**src/rtl/event_sync_pkg.sv**
```systemverilog
package event_sync_pkg;
  localparam int MAX_EV   = 32;
  localparam int MAX_BITS = 1024;

  typedef logic [MAX_BITS-1:0] member_t;
  typedef logic [MAX_EV-1:0]   evmask_t;

  // Events conflict when at least one path lists both of them.
  function automatic evmask_t conflict_row(input member_t mem, input int n_ev,
                                           input int n_path, input int e);
    evmask_t r = '0;
    for (int p = 0; p < n_path; p++)
      if (mem[p*n_ev+e])
        for (int f = 0; f < n_ev; f++)
          if (mem[p*n_ev+f]) r[f] = 1'b1;
    return r;
  endfunction
endpackage

```
**src/rtl/event_sync_admit.sv**
```systemverilog
module event_sync_admit (
  input  logic clk,
  input  logic rst_n,
  input  logic req,
  input  logic held,
  input  logic dis_ok,
  input  logic blk,
  output logic arb
);
  logic arb_d;

  // A request that is already acknowledged keeps its arbiter line, so the
  // DIS lines, which are only valid between cycles, cannot drop it.
  assign arb_d = req & (held | (dis_ok & ~blk));

  always_ff @(posedge clk or negedge rst_n)
    if (!rst_n) arb <= 1'b0;
    else        arb <= arb_d;

  a_r3_rise_needs_permit: assert property (@(posedge clk) disable iff (!rst_n)
    $rose(arb) |-> $past(req) && $past(dis_ok));
  a_r4_rise_not_blocked: assert property (@(posedge clk) disable iff (!rst_n)
    ($rose(arb) && !$past(held)) |-> !$past(blk));
endmodule

```
**src/rtl/event_sync_celem.sv**
```systemverilog
module event_sync_celem (
  input  logic clk,
  input  logic rst_n,
  input  logic all_hi,
  input  logic all_lo,
  input  logic req,
  output logic clr
);
  logic set_c;

  assign set_c = all_hi & ~req;

  always_ff @(posedge clk or negedge rst_n)
    if (!rst_n)      clr <= 1'b1;
    else if (set_c)  clr <= 1'b1;
    else if (all_lo) clr <= 1'b0;

  a_r6_rise_after_withdraw: assert property (@(posedge clk) disable iff (!rst_n)
    $rose(clr) |-> !$past(req));
  a_r6_fall_after_ta_low: assert property (@(posedge clk) disable iff (!rst_n)
    $fell(clr) |-> $past(all_lo));
endmodule

```
**src/rtl/event_sync.sv**
```systemverilog
module event_sync #(
  parameter int N_EV   = 4,
  parameter int N_PATH = 3,
  parameter logic [N_PATH*N_EV-1:0] MEMBER = 12'h863
) (
  input  logic                   clk,
  input  logic                   rst_n,
  input  logic [N_EV-1:0]        req,
  output logic [N_EV-1:0]        ack,
  output logic [N_EV-1:0]        arb_req,
  input  logic [N_EV-1:0]        arb_gnt,
  output logic [N_PATH*N_EV-1:0] seq_tr,
  input  logic [N_PATH*N_EV-1:0] seq_ta,
  input  logic [N_PATH*N_EV-1:0] seq_dis
);
  import event_sync_pkg::*;

  logic [N_EV-1:0] ack_q, ack_d, clr_q, blk, ack_blk, cand, win;
  logic [N_EV-1:0] dis_ok, all_hi, all_lo;

  for (genvar e = 0; e < N_EV; e++) begin : g_ev
    localparam evmask_t ROW = conflict_row(member_t'(MEMBER), N_EV, N_PATH, e);
    localparam logic [N_EV-1:0] CONF = ROW[N_EV-1:0];
    localparam logic [N_EV-1:0] SELF = N_EV'(1) << e;
    localparam logic [N_EV-1:0] LOW  = SELF - N_EV'(1);

    logic [N_PATH-1:0] c_dis, c_ta, c_mem;

    for (genvar p = 0; p < N_PATH; p++) begin : g_p
      assign c_dis[p] = seq_dis[p*N_EV+e];
      assign c_ta[p]  = seq_ta[p*N_EV+e];
      assign c_mem[p] = MEMBER[p*N_EV+e];
      assign seq_tr[p*N_EV+e] = MEMBER[p*N_EV+e] & ack_q[e];
    end

    // Wired-NOR of member DIS lines and AND/NOR views of member TA lines.
    assign dis_ok[e] = ~|(c_dis & c_mem);
    assign all_hi[e] = &(c_ta | ~c_mem);
    assign all_lo[e] = ~|(c_ta & c_mem);

    assign blk[e]     = clr_q[e] | (|(clr_q & CONF));
    assign ack_blk[e] = |(ack_q & CONF & ~SELF);
    assign cand[e]    = arb_gnt[e] & arb_req[e] & req[e] & ~blk[e] & ~ack_blk[e];
    assign win[e]     = cand[e] & ~|(cand & CONF & LOW);
    assign ack_d[e]   = ~clr_q[e] & (ack_q[e] | win[e]);

    event_sync_admit i_admit (
      .clk(clk), .rst_n(rst_n), .req(req[e]), .held(ack_q[e]),
      .dis_ok(dis_ok[e]), .blk(blk[e]), .arb(arb_req[e]));

    event_sync_celem i_celem (
      .clk(clk), .rst_n(rst_n), .all_hi(all_hi[e]), .all_lo(all_lo[e]),
      .req(req[e]), .clr(clr_q[e]));

    a_r1_ack_needs_req: assert property (@(posedge clk) disable iff (!rst_n)
      $rose(ack_q[e]) |-> $past(req[e]));
    a_r7_clr_drops_ack: assert property (@(posedge clk) disable iff (!rst_n)
      clr_q[e] |=> !ack_q[e]);

    for (genvar f = e + 1; f < N_EV; f++) begin : g_pair
      if (CONF[f]) begin : g_conf
        a_r8_exclusive: assert property (@(posedge clk) disable iff (!rst_n)
          !(ack_q[e] && ack_q[f]));
      end
    end
  end

  always_ff @(posedge clk or negedge rst_n)
    if (!rst_n) ack_q <= '0;
    else        ack_q <= ack_d;

  assign ack = ack_q;
endmodule

```
**config.mk**
```make
export PLATFORM = sky130hd
export DESIGN_NAME = event_sync
export DESIGN_NICKNAME = d
export VERILOG_FILES = /design/src/rtl/event_sync_pkg.sv /design/src/rtl/event_sync_admit.sv /design/src/rtl/event_sync_celem.sv /design/src/rtl/event_sync.sv
export SDC_FILE = /design/constraint.sdc
export NUM_CORES = 1
export LEC_CHECK = 0
export BUFFER_PORTS_ARGS = -buffer_cell sky130_fd_sc_hd__buf_4
export CAP_MARGIN = 30
export CORE_UTILIZATION = 37
export CTS_BUF_LIST = sky130_fd_sc_hd__clkbuf_16
export DETAILED_ROUTE_END_ITERATION = 10
export GPL_TIMING_DRIVEN = 0
export PLACE_DENSITY = 0.86
export REMOVE_ABC_BUFFERS = 1
export SLEW_MARGIN = 20
export SYNTH_ARGS = -nofsm -noshare
export SYNTH_HDL_FRONTEND = slang
export SYNTH_SLANG_ARGS = --single-unit
```
**constraint.sdc**
```tcl
create_clock -name clk -period 1.31 [get_ports clk]
set_input_delay 0.0655 -clock clk [delete_from_list [all_inputs] [get_ports clk]]
set_output_delay 0.0655 -clock clk [all_outputs]
set_load 0.01 [all_outputs]
```
==> results.cfg, run 1 <==
[finish]
layout-drive-gt1-share = 0.451
final_cells = 107
final_util = 0.584
antenna_cells = 0
multi_input_area_sq_um = 215
area_growth_pct = 39.7
seqCellArea_sq_um = 305
n_fill_cell = 136
nets = 126

[hold_path]
hp-class = input pin to register
hold_start = arb_gnt[0]

[grt]
grt_antenna_before_repair = 0
grt_max_degree = 13
grt_pass1_vias = 514
grt.overflow.total = 0
grt_usage = 0.154
grt_pass1_wl_um = 2110

[synthesis]
synth_top_cells_by_area = dfrtp_1 30%, buf_4 23%, dfstp_2 16%
synth-seq-area-share = 0.463
synth_compound_area_frac = 0.173
yosys.area.top_type = dfrtp_1
synth_xor_area_frac = 0
syn_area_sq_um = 659
netlist_instances = 64
synth_top_family_by_area = buffers and inverters
synthSimpleGateAreaFrac = 0.114
synth.ff_latch_count = 12
syn_area_per_cell_sq_um = 10.3
netlist.area_leader.share = 0.304
muxShareOfSynthArea = 0
yosys.area_share.adder = 0
ys_warn_count = 0
ys_types = 20

[place]
placedCellCount = 98
io_buffer_count = 32
dp_hpwl_um = 991
gp_congestion = 0.729

[timing]
hold_viol = 0
setup_viol = 0
fin_crit_sh = 0.870
fmax_mhz = 878
finalCriticalPeriod_ns = 1.14
drv_slew = 0
fin_setup_tns_ns = 0
rsz0062_at_grt = false
fin_skew_ns = 0.00439

[power]
vdd_ir_drop_max_uv = 823
total_power_uw = 1150
power_leakage_uw = 0.000461
powerDensity_mw_per_mm2 = 1250

[clock_network]
cts_sinks = 12
htreeDepth = 1
insertion_delay_ns = 0.24
cts_resized = 0
clk_pin_slew_ns = 0.05
cts_max_path_buffers = 2
cts_buffers = 3
cts_tree = done
cts_root_buffer = clkbuf_16

[detailed_routing]
routed-via-count = 523
dr.pass1.iters = 7
wl_per_cell_um = 12.2
vias_per_cell = 4.89
antenna_left = 0
drt_iter0_markers = 8
wirelength_um = 1310
drc_errors = 5

[run]
drv_cap = 0

[run_status]
outcome = finished with violations
failed_checks = DRC

[floorplanning]
num_rows = 14
dieArea_sq_mm = 0.00195
die-height_um = 44.2
core_sq_mm = 0.00158
start_util = 0.418
ios = 54
die_x_um = 44.2

[setup_path]
path_class = register to register
cp_slowest_stage_delay_ns = 0.42
cp_slowest_cell = dfrtp_1
endpoint_kind = register
crit_arrival_ns = 1.29
start_kind = register
path_cells = and3b_1, a41oi_1, a311oi_2
r2r-start = ack[0]$_DFF_PN0_
worstPathRequired_ns = 1.46
critPathLaunch = ack[0]$_DFF_PN0_
worstPathMaxFanout = 5
[registers in the layout, summed over array words and instances, names as in the netlist]
register / cells
ack: 4
g_ev.i_celem.clr: 4
g_ev.i_admit.arb: 4
[timing repair]
item                                    4_1_cts  5_1_grt
endpoints found under the setup margin        0        0
setup buffers                                 0        0
hold buffers                                  5        0
hold endpoints to repair                     16        0
[logic make-up (layout without fill, tap and decap cells)]
group / count (synthesis) / in the layout
compound gates: 15 / 15
flops: 12 / 12
other cells: 1 / 7
buf+inv: 23 / 44
simple gates: 13 / 13
[layout by cell type (no fill, tap or decap)]
cell,synthesis,final
dlygate4sd3_1,0,5
nor4b_2,1,1
o21ai_0,2,2
a21boi_1,3,3
nor3_1,3,3
a21oi_1,1,1
dfstp_2,4,4
clkbuf_16,0,3
a311oi_1,1,1
buf_4,20,32
and3b_1,1,1
dfrtp_1,8,8
nor2_1,5,5
inv_1,3,3
clkinv_1,0,1
a31oi_1,2,2
nand2_1,1,1
a311oi_2,1,1
and2b_1,1,1
a41oi_1,2,2
conb_1,1,7
nor2b_1,1,1
o21a_1,3,3
[final timing paths]
path	cells after the start	slack, ns	to
max in group asynchronous	2	0.87	g_ev[1].i_celem.clr$_DFFE_PN1P_
setup / recovery	3	0.17	ack[1]$_DFF_PN0_
hold / removal	2	0.04	ack[1]$_DFF_PN0_
hold reg to reg	2	0.47	g_ev[3].i_celem.clr$_DFFE_PN1P_
setup reg to reg	3	0.17	ack[1]$_DFF_PN0_
min in group asynchronous	2	0.21	ack[1]$_DFF_PN0_
[report_power, final]
part	total [uW]	switching, uW	internal, uW
clock network	567	164	402
registers	430	27.1	403
logic	155	65.0	90.1
total	1150	257	895
[cells in the mapped netlist (all sizes together)]
cell type and count:
nor2b 1, o21a 3, nand2 1, a31oi 2, o21ai 2, a21boi 3, conb 1, inv 3
dfstp 4, nor3 3, a21oi 1, and3b 1, dfrtp 8, buf 20, nor4b 1, a311oi 2
nor2 5, a41oi 2, and2b 1
[metal layers]
| metal | vias up | routed length, um | global-route usage |
|---|---|---|---|
| met3 | 3 | 136 | 0.0612 |
| met1 | 242 | 518 | 0.176 |
| met4 | 0 | 22 | 0.0545 |
| met5 | - | 0 | 0 |
| li1 | 248 | - | - |
| met2 | 30 | 628 | 0.262 |
[layout make-up]
type	count	area share
inverters	3	0.0122
repair buffers	37	0.315
clock buffers	3	0.0815
well taps	16	0.0217
multi-input cells	35	0.234
flip-flops and latches	12	0.332
clock inverters	1	0.00408
[stage by stage]
| stage | cell area [sq um] | hold slack [ns] | worst slack (ns) |
|---|---|---|---|
| after floorplan | 532 | -0.230 | 0.164 |
| after global routing | 921 | 0.0431 | 0.0769 |
| after CTS | 921 | 0.0388 | 0.165 |
| final | 921 | 0.0430 | 0.171 |
| after global placement | 792 | -0.0922 | 0.196 |
| after detailed placement | 792 | -0.0876 | 0.192 |
[critical path: cells and delay by family, from the launching register on]
kind	cells	cell delay [ns]
AO/OA/AOI/OAI	2	0.38
AND/OR/NAND/NOR	1	0.24
flip-flops	1	0.42
No activity file was read; power rests on OpenSTA's default activity.
==> run 2, diff against run 1 <==
==> constraint.sdc (replaced) <==
create_clock -name clk -period 1.31 [get_ports clk]
set_input_delay 0.262 -clock clk [delete_from_list [all_inputs] [get_ports clk]]
set_output_delay 0.262 -clock clk [all_outputs]
set_load 0.01 [all_outputs]
==> run 2 against run 1 <==
  * The run still ends with DRC left
  * Fmax decreased by 2.1%
  * Critical path depth down 2
  * Worst hold slack improved by 0.13 ns
  * Critical path type is now register to output port
  * Critical endpoint is now ack[1]
  * Highest routed layer unchanged
==> results.cfg, run 2 (synthesis gave the netlist of run 1 again) <==
[setup_path]
critPathLaunch = ack[1]$_DFF_PN0_
endpoint_kind = output port
worstPathMaxFanout = 7
path_buf_inv = 1
path_delay_family = flip-flops
start_kind = register
crit_arrival_ns = 0.90
r2r-start = ack[0]$_DFF_PN0_
path_cells = buf_4
cp_slowest_cell = dfrtp_1
cp_slowest_stage_delay_ns = 0.48
worstPathRequired_ns = 1.05
path_class = register to output port

[power]
switching_share = 0.223
total_power_uw = 1140
p_seq_frac = 0.377
vdd_ir_drop_max_uv = 822
powerDensity_mw_per_mm2 = 1300
power_leakage_uw = 0.000444
p_clk_frac = 0.496
p_sw_uw = 254
pwr-share-comb = 0.128
p_int_uw = 888

[place]
placedCellCount = 98
gp_congestion = 0.729
io_buffer_count = 32
dp_hpwl_um = 991
placed_area_sq_um = 792

[floorplanning]
dieArea_sq_mm = 0.00195
ios = 54
start_util = 0.418
die-height_um = 44.2
die_x_um = 44.2
core_sq_mm = 0.00158
num_rows = 14

[finish]
final_util = 0.559
final_cell_area_sq_um = 881
final_cells = 103
antenna_cells = 0
layout_common_cells = 32 x buf_4, 8 x dfrtp_1, 7 x conb_1, 5 x nor2_1, 4 x dfstp_2
n_fill_cell = 145
nets = 122
final_common_cell = buf_4
layout-drive-gt1-share = 0.471
area_growth_pct = 33.6

[timing]
fmax_mhz = 859
fin_crit_sh = 0.888
fin_skew_ns = 0.00438
hold_viol = 0
setup_viol = 0
fin_setup_tns_ns = 0
drv_slew = 0
finalCriticalPeriod_ns = 1.16
rsz0062_at_grt = false

[hold_path]
hold_start = req[2]
hp-class = input pin to register

[clock_network]
cts_root_buffer = clkbuf_16
clk_pin_slew_ns = 0.05
cts_sinks = 12
cts_max_path_buffers = 2
cts_tree = done
htreeDepth = 1
cts_buffers = 3
insertion_delay_ns = 0.24

[run]
drv_cap = 0

[detailed_routing]
vias_per_cell = 4.94
dr.pass1.iters = 7
drc_errors = 5
drt_iter0_markers = 8
wirelength_um = 1280
antenna_left = 0
wl_per_cell_um = 12.4
routed-via-count = 509

[grt]
grt.overflow.total = 0
grt_usage = 0.154
grt_antenna_before_repair = 0
grt_pass1_vias = 511
grt_max_degree = 13
grt_pass1_wl_um = 2110

[run_status]
failed_checks = DRC
outcome = finished with violations
run 2: metrics by stage:
step | hold slack, ns | setup WS [ns]
CTS | 0.169 | 0.130
finish | 0.173 | 0.146
global route | 0.173 | 0.0769
floorplan | -0.0336 | 0.164
global placement | 0.104 | 0.196
detailed placement | 0.109 | 0.192
run 2: layout make-up:
| type | count | area (sq um) | share of cell area |
|---|---|---|---|
| Clock buffer | 3 | 75.1 | 0.0852 |
| Clock inverter | 1 | 3.75 | 0.00426 |
| Inverter | 3 | 11.3 | 0.0128 |
| Multi-Input combinational cell | 35 | 215 | 0.244 |
| Sequential cell | 12 | 305 | 0.347 |
| Tap cell | 16 | 20.0 | 0.0227 |
| Timing Repair Buffer | 33 | 250 | 0.284 |
run 2: path summary, 6_finish.rpt:
path                                                        end  slack [ns]  cells past startpoint
worst min-delay path            g_ev[2].i_celem.clr$_DFFE_PN1P_        0.17                      2
min in group asynchronous                      ack[1]$_DFF_PN0_        0.41                      2
worst max-delay path                                     ack[1]        0.15                      1
worst min register to register  g_ev[3].i_celem.clr$_DFFE_PN1P_        0.47                      2
worst max register to register                 ack[1]$_DFF_PN0_        0.17                      3
max in group asynchronous       g_ev[1].i_celem.clr$_DFFE_PN1P_        0.67                      2
run 2: what timing repair did:
item,in CTS,in global routing
hold buffers,1,0
endpoints found under the setup margin,0,0
setup buffers,0,0
gates resized for setup,0,0
endpoints found under the hold margin,8,0
run 2: per-layer routing:
metal / up-vias / GRT usage / routed length (um) / share of wire
li1: 240 / - / - / -
met1: 236 / 0.176 / 507 / 0.40
met2: 30 / 0.262 / 613 / 0.48
met3: 3 / 0.0612 / 138 / 0.11
met4: 0 / 0.0545 / 22 / 0.017
met5: - / 0 / 0 / 0
run 2: power groups by stage:
stage	registers [uW]	clock network [uW]	logic (uW)
finish	430	566	146
global route	434	594	163
CTS	431	576	148
detailed placement	436	0	144
global placement	433	0	141
floorplan	438	0	48.0
